==> src/rtl/brk_unit.sv <==
module brk_unit #(
  parameter int W = 32
) (
  input  logic         clk,
  input  logic         rst_n,
  input  logic         reg_we,
  input  logic [3:0]   reg_addr,
  input  logic [W-1:0] reg_wdata,
  output logic [W-1:0] reg_rdata,
  input  logic         tr_valid,
  input  logic         tr_fetch,
  input  logic         tr_exec,
  input  logic         tr_dbranch,
  input  logic         tr_taken,
  input  logic         tr_write,
  input  logic [1:0]   tr_size,
  input  logic [W-1:0] tr_addr,
  input  logic [W-1:0] tr_data,
  output logic         brk_req,
  output logic [W-1:0] brk_stop
);

  localparam logic [3:0] IX_AADR = 4'd0, IX_AMSK = 4'd1, IX_ACTL = 4'd2;
  localparam logic [3:0] IX_BADR = 4'd4, IX_BMSK = 4'd5, IX_BCTL = 4'd6;
  localparam logic [3:0] IX_BDAT = 4'd7, IX_BDMK = 4'd8, IX_STAT = 4'd9, IX_STOP = 4'd10;
  localparam int CW = 8;

  logic [W-1:0]  adr_a, msk_a, adr_b, msk_b, dat_b, dmk_b, stop_q, last_pc;
  logic [CW-1:0] ctl_a, ctl_b;
  logic [1:0]    flag, arm, pre, raise;
  logic          in_slot, fetch_ok, data_ok_b;
  logic [W-1:0]  size_ign, lane, stop_a, stop_b;
  logic [1:0]    fh, dh;

  assign fetch_ok = tr_valid & tr_fetch & tr_exec;

  always_comb begin
    size_ign = '0;
    lane     = '1;
    case (tr_size)
      2'd1: lane = W'(8'hFF);
      2'd2: begin lane = W'(16'hFFFF); size_ign = W'(1); end
      2'd3: size_ign = W'(3);
      default: ;
    endcase
  end

  function automatic logic fetch_hit(input logic [CW-1:0] c, input logic [W-1:0] a, m);
    return c[0] & ~c[1] & fetch_ok & ~a[0] & (((tr_addr ^ a) & ~m) == '0);
  endfunction

  function automatic logic data_hit(input logic [CW-1:0] c, input logic [W-1:0] a, m);
    logic rw_ok, sz_ok;
    rw_ok = tr_write ? c[3] : c[2];
    sz_ok = (c[5:4] == 2'd0) | (c[5:4] == tr_size);
    return c[0] & c[1] & tr_valid & ~tr_fetch & rw_ok & sz_ok &
           (((tr_addr ^ a) & ~m & ~size_ign) == '0);
  endfunction

  assign data_ok_b = ~ctl_b[7] | (((tr_data ^ dat_b) & ~dmk_b & lane) == '0);

  assign fh[0] = fetch_hit(ctl_a, adr_a, msk_a);
  assign fh[1] = fetch_hit(ctl_b, adr_b, msk_b);
  assign dh[0] = data_hit(ctl_a, adr_a, msk_a);
  assign dh[1] = data_hit(ctl_b, adr_b, msk_b) & data_ok_b;
  assign pre   = fh & ~{ctl_b[6], ctl_a[6]};

  assign raise[0] = dh[0] | pre[0] | (arm[0] & fetch_ok & ~in_slot);
  assign raise[1] = dh[1] | pre[1] | (arm[1] & fetch_ok & ~in_slot);

  assign stop_a = (pre[0] & in_slot) ? last_pc : tr_addr;
  assign stop_b = (pre[1] & in_slot) ? last_pc : tr_addr;

  assign brk_req  = |flag;
  assign brk_stop = stop_q;

  always_ff @(posedge clk) begin
    if (!rst_n) begin
      adr_a <= '0; msk_a <= '0; ctl_a <= '0;
      adr_b <= '0; msk_b <= '0; ctl_b <= '0;
      dat_b <= '0; dmk_b <= '0;
    end else if (reg_we) begin
      case (reg_addr)
        IX_AADR: adr_a <= reg_wdata;
        IX_AMSK: msk_a <= reg_wdata;
        IX_ACTL: ctl_a <= reg_wdata[CW-1:0];
        IX_BADR: adr_b <= reg_wdata;
        IX_BMSK: msk_b <= reg_wdata;
        IX_BCTL: ctl_b <= reg_wdata[CW-1:0];
        IX_BDAT: dat_b <= reg_wdata;
        IX_BDMK: dmk_b <= reg_wdata;
        default: ;
      endcase
    end
  end

  always_ff @(posedge clk) begin
    if (!rst_n) begin
      flag    <= '0;
      arm     <= '0;
      in_slot <= 1'b0;
      last_pc <= '0;
      stop_q  <= '0;
    end else begin
      flag <= ((reg_we && reg_addr == IX_STAT) ? (flag & reg_wdata[1:0]) : flag) | raise;
      if (!(|flag) && |raise)
        stop_q <= raise[0] ? stop_a : stop_b;
      if (fetch_ok) begin
        arm[0]  <= (fh[0] & ctl_a[6]) | (arm[0] & in_slot);
        arm[1]  <= (fh[1] & ctl_b[6]) | (arm[1] & in_slot);
        in_slot <= tr_dbranch & tr_taken & ~in_slot;
        last_pc <= tr_addr;
      end
    end
  end

  always_comb begin
    case (reg_addr)
      IX_AADR: reg_rdata = adr_a;
      IX_AMSK: reg_rdata = msk_a;
      IX_ACTL: reg_rdata = W'(ctl_a);
      IX_BADR: reg_rdata = adr_b;
      IX_BMSK: reg_rdata = msk_b;
      IX_BCTL: reg_rdata = W'(ctl_b);
      IX_BDAT: reg_rdata = dat_b;
      IX_BDMK: reg_rdata = dmk_b;
      IX_STAT: reg_rdata = W'(flag);
      IX_STOP: reg_rdata = stop_q;
      default: reg_rdata = '0;
    endcase
  end

endmodule


==> config.mk <==
export PLATFORM = sky130hd
export DESIGN_NAME = brk_unit
export DESIGN_NICKNAME = d
export VERILOG_FILES = /design/src/rtl/brk_unit.sv
export SDC_FILE = /design/constraint.sdc
export NUM_CORES = 1
export LEC_CHECK = 0
export BUFFER_PORTS_ARGS = -buffer_cell sky130_fd_sc_hd__buf_2
export CORE_ASPECT_RATIO = 0.75
export CORE_UTILIZATION = 40
export DETAILED_ROUTE_END_ITERATION = 8
export PLACE_DENSITY = 0.64
export SETUP_SLACK_MARGIN = 0.05
export SLEW_MARGIN = 5
export SYNTH_ARGS = -nofsm -noshare
export SYNTH_HDL_FRONTEND = slang
export SYNTH_SLANG_ARGS = --single-unit
==> constraint.sdc <==
create_clock -name clk -period 5.85 [get_ports clk]
set_input_delay 0.8775 -clock clk [delete_from_list [all_inputs] [get_ports clk]]
set_output_delay 0.8775 -clock clk [all_outputs]
set_load 0.005 [all_outputs]
After elaboration in Yosys (flattened, before gate mapping)
Index checks and enable logic that the tools add are counted.
{ "totals": {"regBits": 277, "input_bits": 111} }
{ "classes": {"bitwise": 68, "reduce_logical": 21, "n_eq_ne": 14, "muxes": 9} }
{ "ops": {"columns": ["op", "n"], "rows": [
  ["$pmux 32 s10", 1],
  ["$and 32x32->32", 6],
  ["$logic_not 32->1", 5],
  ["$not 32->32", 4],
  ["$mux 32", 3],
  ["$xor 32x32->32", 3],
  ["$pmux 32 s2", 1],
  ["$and 1x1->1", 35],
  ["$eq 4x3->1 const B", 4],
  ["$reduce_and 2->1", 8],
  ["$eq 4x4->1 const B", 3],
  ["$or 1x1->1", 9],
  ["$not 1->1", 7],
  ["$and 2x2->2", 2],
  ["$eq 2x2->1", 2],
  ["$eq 2x2->1 const B", 2],
  ["$eq 4x1->1 const B", 1],
  ["$eq 4x2->1 const B", 1],
  ["$logic_not 2->1", 2],
  ["$logic_not 4->1", 1],
  ["$pmux 2 s2", 1],
  ["$reduce_or 2->1", 2],
  ["$eq 2x1->1 const B", 1],
  ["$logic_and 1x1->1", 2],
  ["5 further kinds", 6]
]} }

Logic depth before layout (Yosys ltp)
{ "logic_depth": {"depth_word": 11, "ltp_mapped": 10, "ltp_nobuf": 9} }

Worst setup path before layout
OpenSTA, ideal clock, no wires.
{ "synth_path": {"kind": "input -> output", "startpoint": "in reg_addr[1]", "endpoint": "out reg_rdata[3]", "path_slack_ns": 2.480, "arrival_ns": 2.492, "path_buffers": 3, "path_stages": 6, "t_required_ns": 4.973, "cell_sequence": "clkbuf_1 > nor4_1 > clkbuf_1 > buf_1 > a222oi_1 > nand3_1"} }
{ "synth_via": {"elab_chain_len": 2} }
{ "synth_lines": {"columns": ["element", "line", "text"], "rows": [
  ["from (decl)", "7", "input logic [3:0] reg_addr,"],
  ["$eq 4x4->1, or another cell as far along", "118", "case (reg_addr)"],
  ["$pmux 32 s10 (*)", "118", null],
  ["to (decl)", "9", "output logic [W-1:0] reg_rdata,"]
]} }
Every way passes the cells marked *; elsewhere a longest branch is shown, timed or not.

Worst setup path after layout
{ "layout_path": {"startpoint": "in reg_addr[1]", "endpoint": "out reg_rdata[30]"} }
Same word-level chain as after synthesis.

==> flow_summary_export.csv <==
group,metric,value,unit
clocking,post_cts_buffers,0,
global_route,grt_pass1_vias,12100,
drt,wl_per_cell,24.3,um
logic_synthesis,synth_most_common_cell,"nand2_1",
cells_and_area,drive_above_1_share,16.1,%
clocking,clock_sinks,277,
logic_synthesis,synth-edff-count,0,
drt,detail_route.first_pass.iterations,6,
timing,tightest_slew,976,ps
power,power_density,274,nW/um^2
logic_synthesis,yosys-top-cells-count,"nand2_1 (481), dfxtp_1 (277), a21oi_1 (257), clkbuf_1 (106), xnor2_1 (95)",
cells_and_area,syn2layout_area_growth,15.8,%
cells_and_area,nets,1856,
worst_setup_path,required,4970,ps
clocking,cts.path.max_buffers,3,
floorplan,ios,176,
worst_setup_path,end_kind,"output pin",
clocking,insertion_delay,570,ps
timing,setup_viol,0,
worst_setup_path,crit_chain,"buf_2 > nand2b_1 > nor3_2 > buf_4 > a222oi_1 > nand3_1 > buf_2",
power,p_leak,0.00532,uW
timing,hold-worst-slack,454,ps
global_route,grt_max_degree,130,
cells_and_area,fillers,3179,
clocking,cts_root_buf,"clkbuf_16",
logic_synthesis,syn_avg_cell_area,7.93,sq um
placement,hpwl,37.4,mm
global_route,grt_pass1_wl,78.8,mm
timing,slew_violations,0,
worst_setup_path,crit_arrival,2640,ps
flow_run,max-cap-violations,0,
floorplan,die_x,210,um
floorplan,dieArea,33300,sq um
cells_and_area,utilization,47.6,%
clocking,ctsHtreeMaxLevel,1,
logic_synthesis,netlist_area,13000,sq um
cells_and_area,finalNonFillerCells,2201,
clocking,clkTransAtPathRegs,60,ps
drt,route.vias.total,13400,
worst_setup_path,critPathMaxFanout,34,
logic_synthesis,yosysWarnings,0,
floorplan,row_count,56,
drt,drc,0,
floorplan,core_area,31700,sq um
floorplan,die_height,158,um
placement,routabilityCongestion,1.01,
global_route,antenna_found_initial,3,
placement,place_inst,2146,
worst_setup_path,path_delay_family,"buffers and inverters",
logic_synthesis,netlist.area_leader.share,42.6,%
logic_synthesis,async_flop_share,0,%
clocking,cts_resized,0,
floorplan,initial_core_util,41.1,%
clocking,tritoncts,"built",
timing,timing.slew.headroom,34.9,%
timing,period_share,60.1,%
drt,totalWireLength,53.6,mm
logic_synthesis,ys_seq_area_share,42.6,%
worst_setup_path,cp_num_buf_inv,3,
timing,layout_min_cycle_time,3520,ps
cells_and_area,finalInstanceArea,15100,sq um
logic_synthesis,syn_inst,1642,
worst_setup_path,worstSetupPathType,"in2out",
global_route,grt_usage,31.7,%
drt,drt_iter0_drc,2106,
placement,dpl_cell_area,14100,sq um
timing,rsz0062_at_grt,"false",
timing,fin_skew,19.5,ps
clocking,numCtsBuffers,29,
logic_synthesis,synthFlopType,"dfxtp_1",
worst_setup_path,cp_slowest_stage_delay,630,ps
power,vdd_drop_max,0.000176,V
logic_synthesis,ys_ff_latch,277,
logic_synthesis,syn-num-nets,1756,
outcome,outcome,"finished clean",
logic_synthesis,synth_area_leader_cell,"dfxtp_1",
logic_synthesis,synth_cell_types,59,
worst_setup_path,cp_slowest_cell,"a222oi_1",
hold_path,hold_class,"reg2reg",
drt,ant_nets,0,
timing,fin_setup_tns,0,ps
worst_setup_path,crit_top_cell,"buf_2",
worst_setup_path,worstSetupStartpointType,"input pin",
logic_synthesis,synth.area.top_cells,"dfxtp_1 (43%), nand2_1 (14%), a21oi_1 (9.9%), xnor2_1 (6.4%), a22oi_1 (3.3%)",
drt,drt-vias-per-instance,6.08,
timing,hold_viol_final,0,
placement,io_buffers,175,
timing,fmax,284,MHz
global_route,grt_remaining_overflow,0,
clocking,ctsHoldBuffers,0,
worst register-to-register path, cell delays in order, from the launching register on:
cell and delay, ps:
dfxtp_1 470, xnor2_1 160, o22ai_1 100, nor4_1 700, a21boi_0 220, o31ai_1 510
a21oi_2 100, buf_4 220, nor2_2 330, buf_4 390, a211oi_1 140
metal layers:
metal | track usage (%) | share of wire [%] | up-vias | routed length [um]
li1 | - | - | 6011 | -
met1 | 46.8 | 43 | 6444 | 23300
met2 | 44.6 | 40 | 837 | 21700
met3 | 9.07 | 14 | 95 | 7430
met4 | 7.13 | 2.2 | 0 | 1190
met5 | 0 | 0 | - | 0
report_power, final:
| group | switching [uW] | total (uW) | internal (uW) |
|---|---|---|---|
| clock network | 800 | 1860 | 1060 |
| registers | 25.8 | 1940 | 1910 |
| logic | 222 | 325 | 103 |
cell type report:
cell class              instances  area [sq um]  area share, %
repair buffers                201          1070           7.10
multi-input cells            1225          6940           46.0
clock buffers                  41           821           5.44
well taps                     435           544           3.61
diodes                          2          5.00         0.0332
inverters                       8          37.5          0.249
flip-flops and latches        277          5550           36.8
clock inverters                12           116          0.772
flip-flops by register name, indices dropped and copies added, names as in the netlist:
register / count
adr_a: 32
adr_b: 32
arm: 2
brk_stop: 32
ctl_a: 8
ctl_b: 8
dat_b: 32
dmk_b: 32
flag: 2
in_slot: 1
last_pc: 32
msk_a: 32
msk_b: 32
logic make-up (layout without fill, tap and decap cells):
kind of cell	count (synthesis)	in the layout	share of synthesized area, %
compound gates	499	499	25.4
buf+inv	140	262	4.52
fa+ha+maj	3	3	0.288
flops	277	277	42.6
simple gates	615	615	19.8
mux	12	12	0.923
xor+xnor	96	96	6.46
other cells	0	2	0
cells in the final DEF, fill, tap and decap left out, types with 4 or more instances in the layout:
cell type / n
nand2_1: 479
dfxtp_1: 277
a21oi_1: 256
buf_2: 175
xnor2_1: 95
a22oi_1: 58
o22ai_1: 53
nand3_1: 45
a222oi_1: 29
clkbuf_16: 29
buf_4: 26
nor3b_1: 20
a2111o_1: 20
o211a_1: 20
nor2_1: 15
nor4_1: 13
mux2i_1: 12
a211oi_2: 11
a22o_1: 10
a221oi_1: 10
o21ai_0: 9
nand2b_1: 8
clkinv_2: 8
inv_1: 7
clkbuf_1: 7
nor3_2: 6
and2_2: 6
clkbuf_8: 5
nor2_2: 4
nand4_1: 4
nor3_1: 4
worst paths after layout:
| kind | start | endpoint | slack, ps | depth (start not counted) |
|---|---|---|---|---|
| worst min-delay path | last_pc[9] | last_pc[9] | 450 | 2 |
| worst max register to register | dat_b[2] | brk_stop[0] | 2360 | 10 |
| worst min register to register | last_pc[9] | last_pc[9] | 450 | 2 |
| worst max-delay path | reg_addr[1] | reg_rdata[30] | 2330 | 7 |
per-stage QoR:
step | power, uW | setup WS [ps]
2_1_floorplan | 2140 | 2480
3_3_place_gp | 2290 | 1890
3_5_place_dp | 2290 | 1860
4_1_cts | 4120 | 2380
5_1_grt | 4230 | 2140
6_report | 4130 | 2330
No activity file was read; power rests on OpenSTA's default activity.
